$ cat config.mk
export PLATFORM = sky130hd
export DESIGN_NAME = soft_mute_volume
export DESIGN_NICKNAME = d
export VERILOG_FILES = /design/src/rtl/vol_pkg.sv /design/src/rtl/vol_mute_fsm.sv /design/src/rtl/vol_level_calc.sv /design/src/rtl/vol_scaler.sv /design/src/rtl/soft_mute_volume.sv
export SDC_FILE = /design/constraint.sdc
export NUM_CORES = 2
export LEC_CHECK = 0
export BUFFER_PORTS_ARGS = -buffer_cell sky130_fd_sc_hd__buf_2
export CORE_ASPECT_RATIO = 1.75
export CORE_MARGIN = 2
export CORE_UTILIZATION = 60
export CTS_CLUSTER_DIAMETER = 60
export DETAILED_ROUTE_END_ITERATION = 10
export PLACE_DENSITY = 0.85
export SYNTH_ARGS = -nofsm -noshare
export SYNTH_HDL_FRONTEND = slang
export SYNTH_SLANG_ARGS = --single-unit
$ cat constraint.sdc
create_clock -name clk -period 9.2 [get_ports clk]
set_input_delay 2.3 -clock clk [delete_from_list [all_inputs] [get_ports clk]]
set_output_delay 2.3 -clock clk [all_outputs]
set_load 0.01 [all_outputs]
$ cat src/rtl/vol_pkg.sv
package vol_pkg;

    localparam int FRAC_W    = 14;
    localparam int OCT_STEPS = 12;
    localparam int MANT_W    = FRAC_W + 1;

    typedef enum logic [1:0] {
        MS_PASS = 2'd0,
        MS_FALL = 2'd1,
        MS_HELD = 2'd2,
        MS_RISE = 2'd3
    } mute_state_t;

    typedef struct packed {
        logic       silent;
        logic [5:0] shamt;
        logic [3:0] step;
    } level_t;

    // 2^(step/12) in Q14, rounded to nearest
    function automatic logic [MANT_W-1:0] mantissa(input logic [3:0] step);
        logic [MANT_W-1:0] m;
        unique case (step)
            4'd0:    m = 15'd16384;
            4'd1:    m = 15'd17358;
            4'd2:    m = 15'd18390;
            4'd3:    m = 15'd19484;
            4'd4:    m = 15'd20643;
            4'd5:    m = 15'd21870;
            4'd6:    m = 15'd23170;
            4'd7:    m = 15'd24548;
            4'd8:    m = 15'd26008;
            4'd9:    m = 15'd27554;
            4'd10:   m = 15'd29193;
            4'd11:   m = 15'd30929;
            default: m = 15'd16384;
        endcase
        return m;
    endfunction

endpackage

$ cat src/rtl/vol_mute_fsm.sv
module vol_mute_fsm
    import vol_pkg::*;
#(
    parameter int STEPS = 256,
    parameter int OFS_W = $clog2(STEPS)
) (
    input  logic             clk,
    input  logic             rst_n,
    input  logic             step_en,
    input  logic             mute_req,
    output mute_state_t      state_q,
    output logic [OFS_W-1:0] ofs_q,
    output logic [OFS_W-1:0] ofs_nxt
);

    localparam logic [OFS_W-1:0] OFS_ONE  = OFS_W'(1);
    localparam logic [OFS_W-1:0] OFS_TOP  = OFS_W'(STEPS - 1);
    localparam logic [OFS_W-1:0] OFS_NEAR = OFS_W'(STEPS - 2);

    mute_state_t state_nxt;

    // next-state and next-offset logic
    always_comb begin
        state_nxt = state_q;
        ofs_nxt   = ofs_q;
        if (step_en) begin
            unique case (state_q)
                MS_PASS: begin
                    if (mute_req) begin                      // start_fade
                        ofs_nxt   = OFS_ONE;
                        state_nxt = (OFS_ONE == OFS_TOP) ? MS_HELD : MS_FALL;
                    end
                end
                MS_FALL: begin
                    if (mute_req) begin
                        ofs_nxt = ofs_q + OFS_ONE;
                        if (ofs_q == OFS_NEAR) state_nxt = MS_HELD;   // reach_floor
                    end else begin
                        ofs_nxt   = ofs_q - OFS_ONE;
                        state_nxt = (ofs_q == OFS_ONE) ? MS_PASS : MS_RISE; // settle / release
                    end
                end
                MS_HELD: begin
                    if (!mute_req) begin                     // release
                        ofs_nxt   = ofs_q - OFS_ONE;
                        state_nxt = (ofs_q == OFS_ONE) ? MS_PASS : MS_RISE;
                    end
                end
                MS_RISE: begin
                    if (mute_req) begin                      // resume_fade
                        ofs_nxt   = ofs_q + OFS_ONE;
                        state_nxt = (ofs_q == OFS_NEAR) ? MS_HELD : MS_FALL;
                    end else begin
                        ofs_nxt = ofs_q - OFS_ONE;
                        if (ofs_q == OFS_ONE) state_nxt = MS_PASS;    // settle
                    end
                end
                default: begin
                    state_nxt = MS_PASS;
                    ofs_nxt   = '0;
                end
            endcase
        end
    end

    // state register
    always_ff @(posedge clk or negedge rst_n) begin
        if (!rst_n) begin
            state_q <= MS_PASS;
            ofs_q   <= '0;
        end else begin
            state_q <= state_nxt;
            ofs_q   <= ofs_nxt;
        end
    end

endmodule

$ cat src/rtl/vol_level_calc.sv
module vol_level_calc
    import vol_pkg::*;
#(
    parameter int CODE_W   = 8,
    parameter int GAIN_TOP = 48,
    parameter int OFS_W    = 8
) (
    input  logic signed [CODE_W-1:0] code,
    input  logic        [OFS_W-1:0]  ofs,
    input  logic                     bypass,
    output level_t                   level
);

    localparam int EW         = CODE_W + OFS_W + 2;
    localparam int FLOOR_CODE = -(2 ** (CODE_W - 1)) + 1;
    localparam int BIAS_OCT   = (-FLOOR_CODE + OCT_STEPS - 1) / OCT_STEPS;
    localparam int BIAS       = BIAS_OCT * OCT_STEPS;
    localparam int SH_BASE    = BIAS_OCT + FRAC_W;

    localparam logic signed [EW-1:0]     TOP_X   = EW'(GAIN_TOP);
    localparam logic signed [EW-1:0]     FLOOR_X = EW'(FLOOR_CODE);
    localparam logic signed [EW-1:0]     BIAS_X  = EW'(BIAS);
    localparam logic signed [CODE_W-1:0] MUTE_CODE = {1'b1, {(CODE_W-1){1'b0}}};

    logic signed [EW-1:0] code_x, clamped, ofs_x, eff, biased;
    logic        [EW-1:0] ub, qv, rv;

    always_comb begin
        code_x = {{(EW-CODE_W){code[CODE_W-1]}}, code};
        ofs_x  = {{(EW-OFS_W){1'b0}}, ofs};
        if (bypass)
            clamped = '0;
        else if (code_x > TOP_X)
            clamped = TOP_X;
        else
            clamped = code_x;
        eff    = clamped - ofs_x;
        biased = eff + BIAS_X;
        ub     = biased;
        qv     = ub / EW'(OCT_STEPS);
        rv     = ub % EW'(OCT_STEPS);
        level.silent = (!bypass && code == MUTE_CODE) || (eff < FLOOR_X);
        if (level.silent) begin
            level.shamt = '0;
            level.step  = '0;
        end else begin
            level.shamt = 6'(EW'(SH_BASE) - qv);
            level.step  = rv[3:0];
        end
    end

endmodule

$ cat src/rtl/vol_scaler.sv
module vol_scaler
    import vol_pkg::*;
#(
    parameter int SAMPLE_W = 16
) (
    input  logic                       clk,
    input  logic                       rst_n,
    input  logic                       en,
    input  logic signed [SAMPLE_W-1:0] sample,
    input  level_t                     level,
    output logic signed [SAMPLE_W-1:0] result
);

    localparam int PW = SAMPLE_W + MANT_W + 2;
    localparam logic signed [PW-1:0] MAX_X = PW'(2 ** (SAMPLE_W - 1) - 1);
    localparam logic signed [PW-1:0] MIN_X = -PW'(2 ** (SAMPLE_W - 1));

    logic signed [PW-1:0]       smp_x, mant_x, prod, shifted;
    logic signed [SAMPLE_W-1:0] clipped;

    always_comb begin
        smp_x   = {{(PW-SAMPLE_W){sample[SAMPLE_W-1]}}, sample};
        mant_x  = {{(PW-MANT_W){1'b0}}, mantissa(level.step)};
        prod    = smp_x * mant_x;
        shifted = prod >>> level.shamt;
        if (shifted > MAX_X)
            clipped = MAX_X[SAMPLE_W-1:0];
        else if (shifted < MIN_X)
            clipped = MIN_X[SAMPLE_W-1:0];
        else
            clipped = shifted[SAMPLE_W-1:0];
    end

    always_ff @(posedge clk or negedge rst_n) begin
        if (!rst_n)
            result <= '0;
        else if (en)
            result <= level.silent ? '0 : clipped;
    end

endmodule

$ cat src/rtl/soft_mute_volume.sv
module soft_mute_volume
    import vol_pkg::*;
#(
    parameter int SAMPLE_W   = 16,
    parameter int CODE_W     = 8,
    parameter int GAIN_TOP   = 48,
    parameter int MUTE_STEPS = 256
) (
    input  logic                       clk,
    input  logic                       rst_n,
    input  logic                       in_valid,
    input  logic signed [SAMPLE_W-1:0] in_left,
    input  logic signed [SAMPLE_W-1:0] in_right,
    input  logic signed [CODE_W-1:0]   vol_left,
    input  logic signed [CODE_W-1:0]   vol_right,
    input  logic                       mute_req,
    input  logic                       agc_bypass,
    output logic                       out_valid,
    output logic signed [SAMPLE_W-1:0] out_left,
    output logic signed [SAMPLE_W-1:0] out_right
);

    localparam int OFS_W = $clog2(MUTE_STEPS);
    localparam int NCH   = 2;

    mute_state_t      mute_state;
    logic [OFS_W-1:0] mute_ofs;
    logic [OFS_W-1:0] ofs_step;
    logic             s1_valid;

    logic signed [SAMPLE_W-1:0] smp_in  [NCH];
    logic signed [CODE_W-1:0]   code_in [NCH];
    logic signed [SAMPLE_W-1:0] smp_q   [NCH];
    logic signed [SAMPLE_W-1:0] smp_out [NCH];
    level_t                     lvl_c   [NCH];
    level_t                     lvl_q   [NCH];

    assign smp_in[0]  = in_left;
    assign smp_in[1]  = in_right;
    assign code_in[0] = vol_left;
    assign code_in[1] = vol_right;

    vol_mute_fsm #(
        .STEPS (MUTE_STEPS),
        .OFS_W (OFS_W)
    ) u_fsm (
        .clk      (clk),
        .rst_n    (rst_n),
        .step_en  (in_valid),
        .mute_req (mute_req),
        .state_q  (mute_state),
        .ofs_q    (mute_ofs),
        .ofs_nxt  (ofs_step)
    );

    for (genvar ch = 0; ch < NCH; ch++) begin : g_ch
        vol_level_calc #(
            .CODE_W   (CODE_W),
            .GAIN_TOP (GAIN_TOP),
            .OFS_W    (OFS_W)
        ) u_lvl (
            .code   (code_in[ch]),
            .ofs    (ofs_step),
            .bypass (agc_bypass),
            .level  (lvl_c[ch])
        );

        always_ff @(posedge clk or negedge rst_n) begin
            if (!rst_n) begin
                smp_q[ch] <= '0;
                lvl_q[ch] <= '0;
            end else if (in_valid) begin
                smp_q[ch] <= smp_in[ch];
                lvl_q[ch] <= lvl_c[ch];
            end
        end

        vol_scaler #(
            .SAMPLE_W (SAMPLE_W)
        ) u_scl (
            .clk    (clk),
            .rst_n  (rst_n),
            .en     (s1_valid),
            .sample (smp_q[ch]),
            .level  (lvl_q[ch]),
            .result (smp_out[ch])
        );
    end

    // output strobe pipeline
    always_ff @(posedge clk or negedge rst_n) begin
        if (!rst_n) begin
            s1_valid  <= 1'b0;
            out_valid <= 1'b0;
        end else begin
            s1_valid  <= in_valid;
            out_valid <= s1_valid;
        end
    end

    assign out_left  = smp_out[0];
    assign out_right = smp_out[1];

endmodule


==> results.yml <==
route:
  wl_met1_mm: 29.37
  dr.pass1.iters: 6
  vias: 29400
  post_drt_wl_per_cell_um: 19.88
  wl_met3_mm: 4.227
  drc_errors: 0
  drt_wl_total_mm: 93.50
  first_iter_violations: 1843
  drtAntennaViolNets: 0
  highest_layer: "met4"
  viasPerCell: 6.250
  wl_met2_mm: 51.58
floorplanning:
  io_pins: 86
  rows: 112
  core_area_mm2: 0.05339
  fp.dieW_um: 179.7
  dieArea_mm2: 0.05595
  floorplan.initialDensity: 0.6068
  die_y_um: 311.4
setup_path:
  crit_path_max_fanout: 14
  max_stage_delay_ps: 580
  cp_data_required_time_ps: 9520
  worstSetupPathType: "flip-flop to flip-flop"
  timing.rr.end: "g_ch[0].u_scl.result[0]"
  reg2reg_depth: 34
  ff2ff_setup_slack_ps: 210
  cp-start-kind: "flip-flop"
  timing.rr.start: "lvl_q[12]"
  cpMaxStageDelayCell: "or4b_4"
  end_kind: "flip-flop"
  critPathArrivalTime_ps: 9310
logic_synthesis:
  ys_types: 126
  ys_warn_count: 0
  synth_area_leaders: "fa_1 (31%), ha_1 (8.0%), inv_1 (7.9%)"
  synthesis.instances: 3833
  netlist_area_mm2: 0.03240
  syn_nets: 4587
  syn_avg_cell_area_um2: 8.453
  synth.top_cell.area_share: 0.3052
  synth-main-ff-cell: "dfrtp_1"
  ys_ff_latch: 98
  synth.largest_area_cell: "fa_1"
  async_flop_share: 1.000
  synth-edff-count: 0
  yosys-top-cells-count: "inv_1 (682), fa_1 (494), nand2_1 (316)"
  seq_area_frac_synth: 0.07569
  synth.most_common_cell: "inv_1"
worst_hold_path:
  hold_depth: 1
  hp-start: "lvl_q[21]"
  holdPathEnd: "lvl_q[21]"
  hp-class: "flip-flop to flip-flop"
placement:
  hpwl_mm: 74.34
  place_ws_ps: -290.0
  gp_congestion: 0.9927
  placedCellCount: 4671
  io_buffers: 85
  placed_area_mm2: 0.03490
grt:
  grt_overflow: 0
  grt_usage: 0.3336
  grt_pass1_vias: 31560
  grt_pass1_wl_mm: 151.9
  antenna_found_initial: 0
  grt_start_max_net_pins: 67
clock_tree:
  cts_max_level: 3
  cts_hold_buf: 0
  cts.sinks: 98
  clockRootBuffer: "clkbuf_16"
  clock_path_buffers: 2
  cts_tree: "yes"
  insertion_delay_ps: 420
  cts-buffers-inserted: 9
  clkTransAtPathRegs_ps: 70
sta:
  hold_violations: 0
  period_share: 0.9773
  finalMaxSlewViolations: 0
  slew_headroom: 0.3049
  worst_pin_slew_ps: 1041
  worst_clock_skew_ps: 20.06
  setup_violations: 0
  fin_ws_ps: 209.2
  fmax_mhz: 111.2
  period_minus_slack_ps: 8991
finish:
  syn2layout_area_growth_pct: 10.92
  drive_gt1_frac: 0.1545
  antenna_cells: 0
  stdcell_area_mm2: 0.03594
  post-route-util: 0.6731
  final_cell_count_no_fill: 4704
  final_nets: 4769
flow_run:
  drv_cap: 0
outcome:
  status: "complete, no violations"
critical path: cells and delay by family, from the launching register on:
| family | cells | cell delay [ps] |
|---|---|---|
| fa+ha+maj | 8 | 3770 |
| compound gates | 10 | 2250 |
| simple gates | 5 | 1190 |
| mux | 2 | 560 |
| flops | 1 | 350 |
| buf+inv | 9 | 770 |
registers in the layout, indices dropped and copies added (netlist names):
signal,count
lvl_q,22
smp_q,32
u_fsm.ofs_q,8
out_valid,1
s1_valid,1
u_fsm.state_q,2
g_ch.u_scl.result,32
logic make-up after synthesis:
kind of cell | Yosys count | synth area share
fa+ha+maj | 702 | 0.3855
flops | 98 | 0.07569
compound gates | 752 | 0.1674
buf+inv | 867 | 0.1025
mux | 147 | 0.05260
simple gates | 1175 | 0.1879
xor+xnor | 92 | 0.02842
worst max path at each step:
stage,cells after the start,slack [ps],endpoint,from
finish,34,210,g_ch[0].u_scl.result[0],lvl_q[12]
detailed placement,34,-290,g_ch[0].u_scl.result[13],lvl_q[11]
CTS,36,20,g_ch[0].u_scl.result[0],lvl_q[11]
floorplan,31,5,lvl_q[20],mute_req
global placement,33,-50,lvl_q[9],mute_req
global route,33,-110,g_ch[1].u_scl.result[5],lvl_q[1]
final cells by class:
type,instances,area [µm²]
clock inverter,7,96.34
fill,4177,17450
timing repair buffer,349,2547
tap,684,855.8
sequential,98,2454
multi-input combinational,2868,27160
inverter,689,2595
clock buffer,9,225.2
cell usage in the layout, fill, tap and decap left out, types with 21 or more instances in the layout:
cell type	instances
mux2i_1	71
xor2_1	32
ha_1	205
o211ai_1	37
and2_1	306
o31ai_1	21
o21a_1	33
xnor2_1	50
dfrtp_1	97
a211oi_1	37
o22ai_1	30
a21oi_1	116
nand3_1	52
buf_2	86
nand2_1	314
a31oi_1	26
nor2_1	199
buf_4	246
o21ai_0	110
a21o_1	30
inv_1	677
fa_1	488
nor2b_1	38
mux2_2	62
o221ai_1	35
nand2b_1	24
nor3_1	56
metal layers:
layer / track usage / up-vias
met1: 0.3131 / 14490
met4: 0.2515 / 0
met2: 0.6454 / 1239
met5: 0 / -
li1: - / 13100
met3: 0.04324 / 568
through the flow:
| stage | hold WS, ps | TNS, ps |
|---|---|---|
| floorplan | 411.2 | 0 |
| CTS | 491.4 | 0 |
| global route | 516.5 | -2349 |
| finish | 480.7 | 0 |
| detailed placement | 466.7 | -4125 |
| global placement | 459.0 | -46.57 |
repair_timing:
action,CTS,global route
pin swaps,0,44
hold endpoints to repair,0,0
setup buffers,2,11
gates resized for setup,11,126
cloned,0,4
setup endpoints to repair,30,37
Power is left out: the tool's default activity adds up to more than one toggle a clock period on the data nets, which glitch-free logic cannot reach.
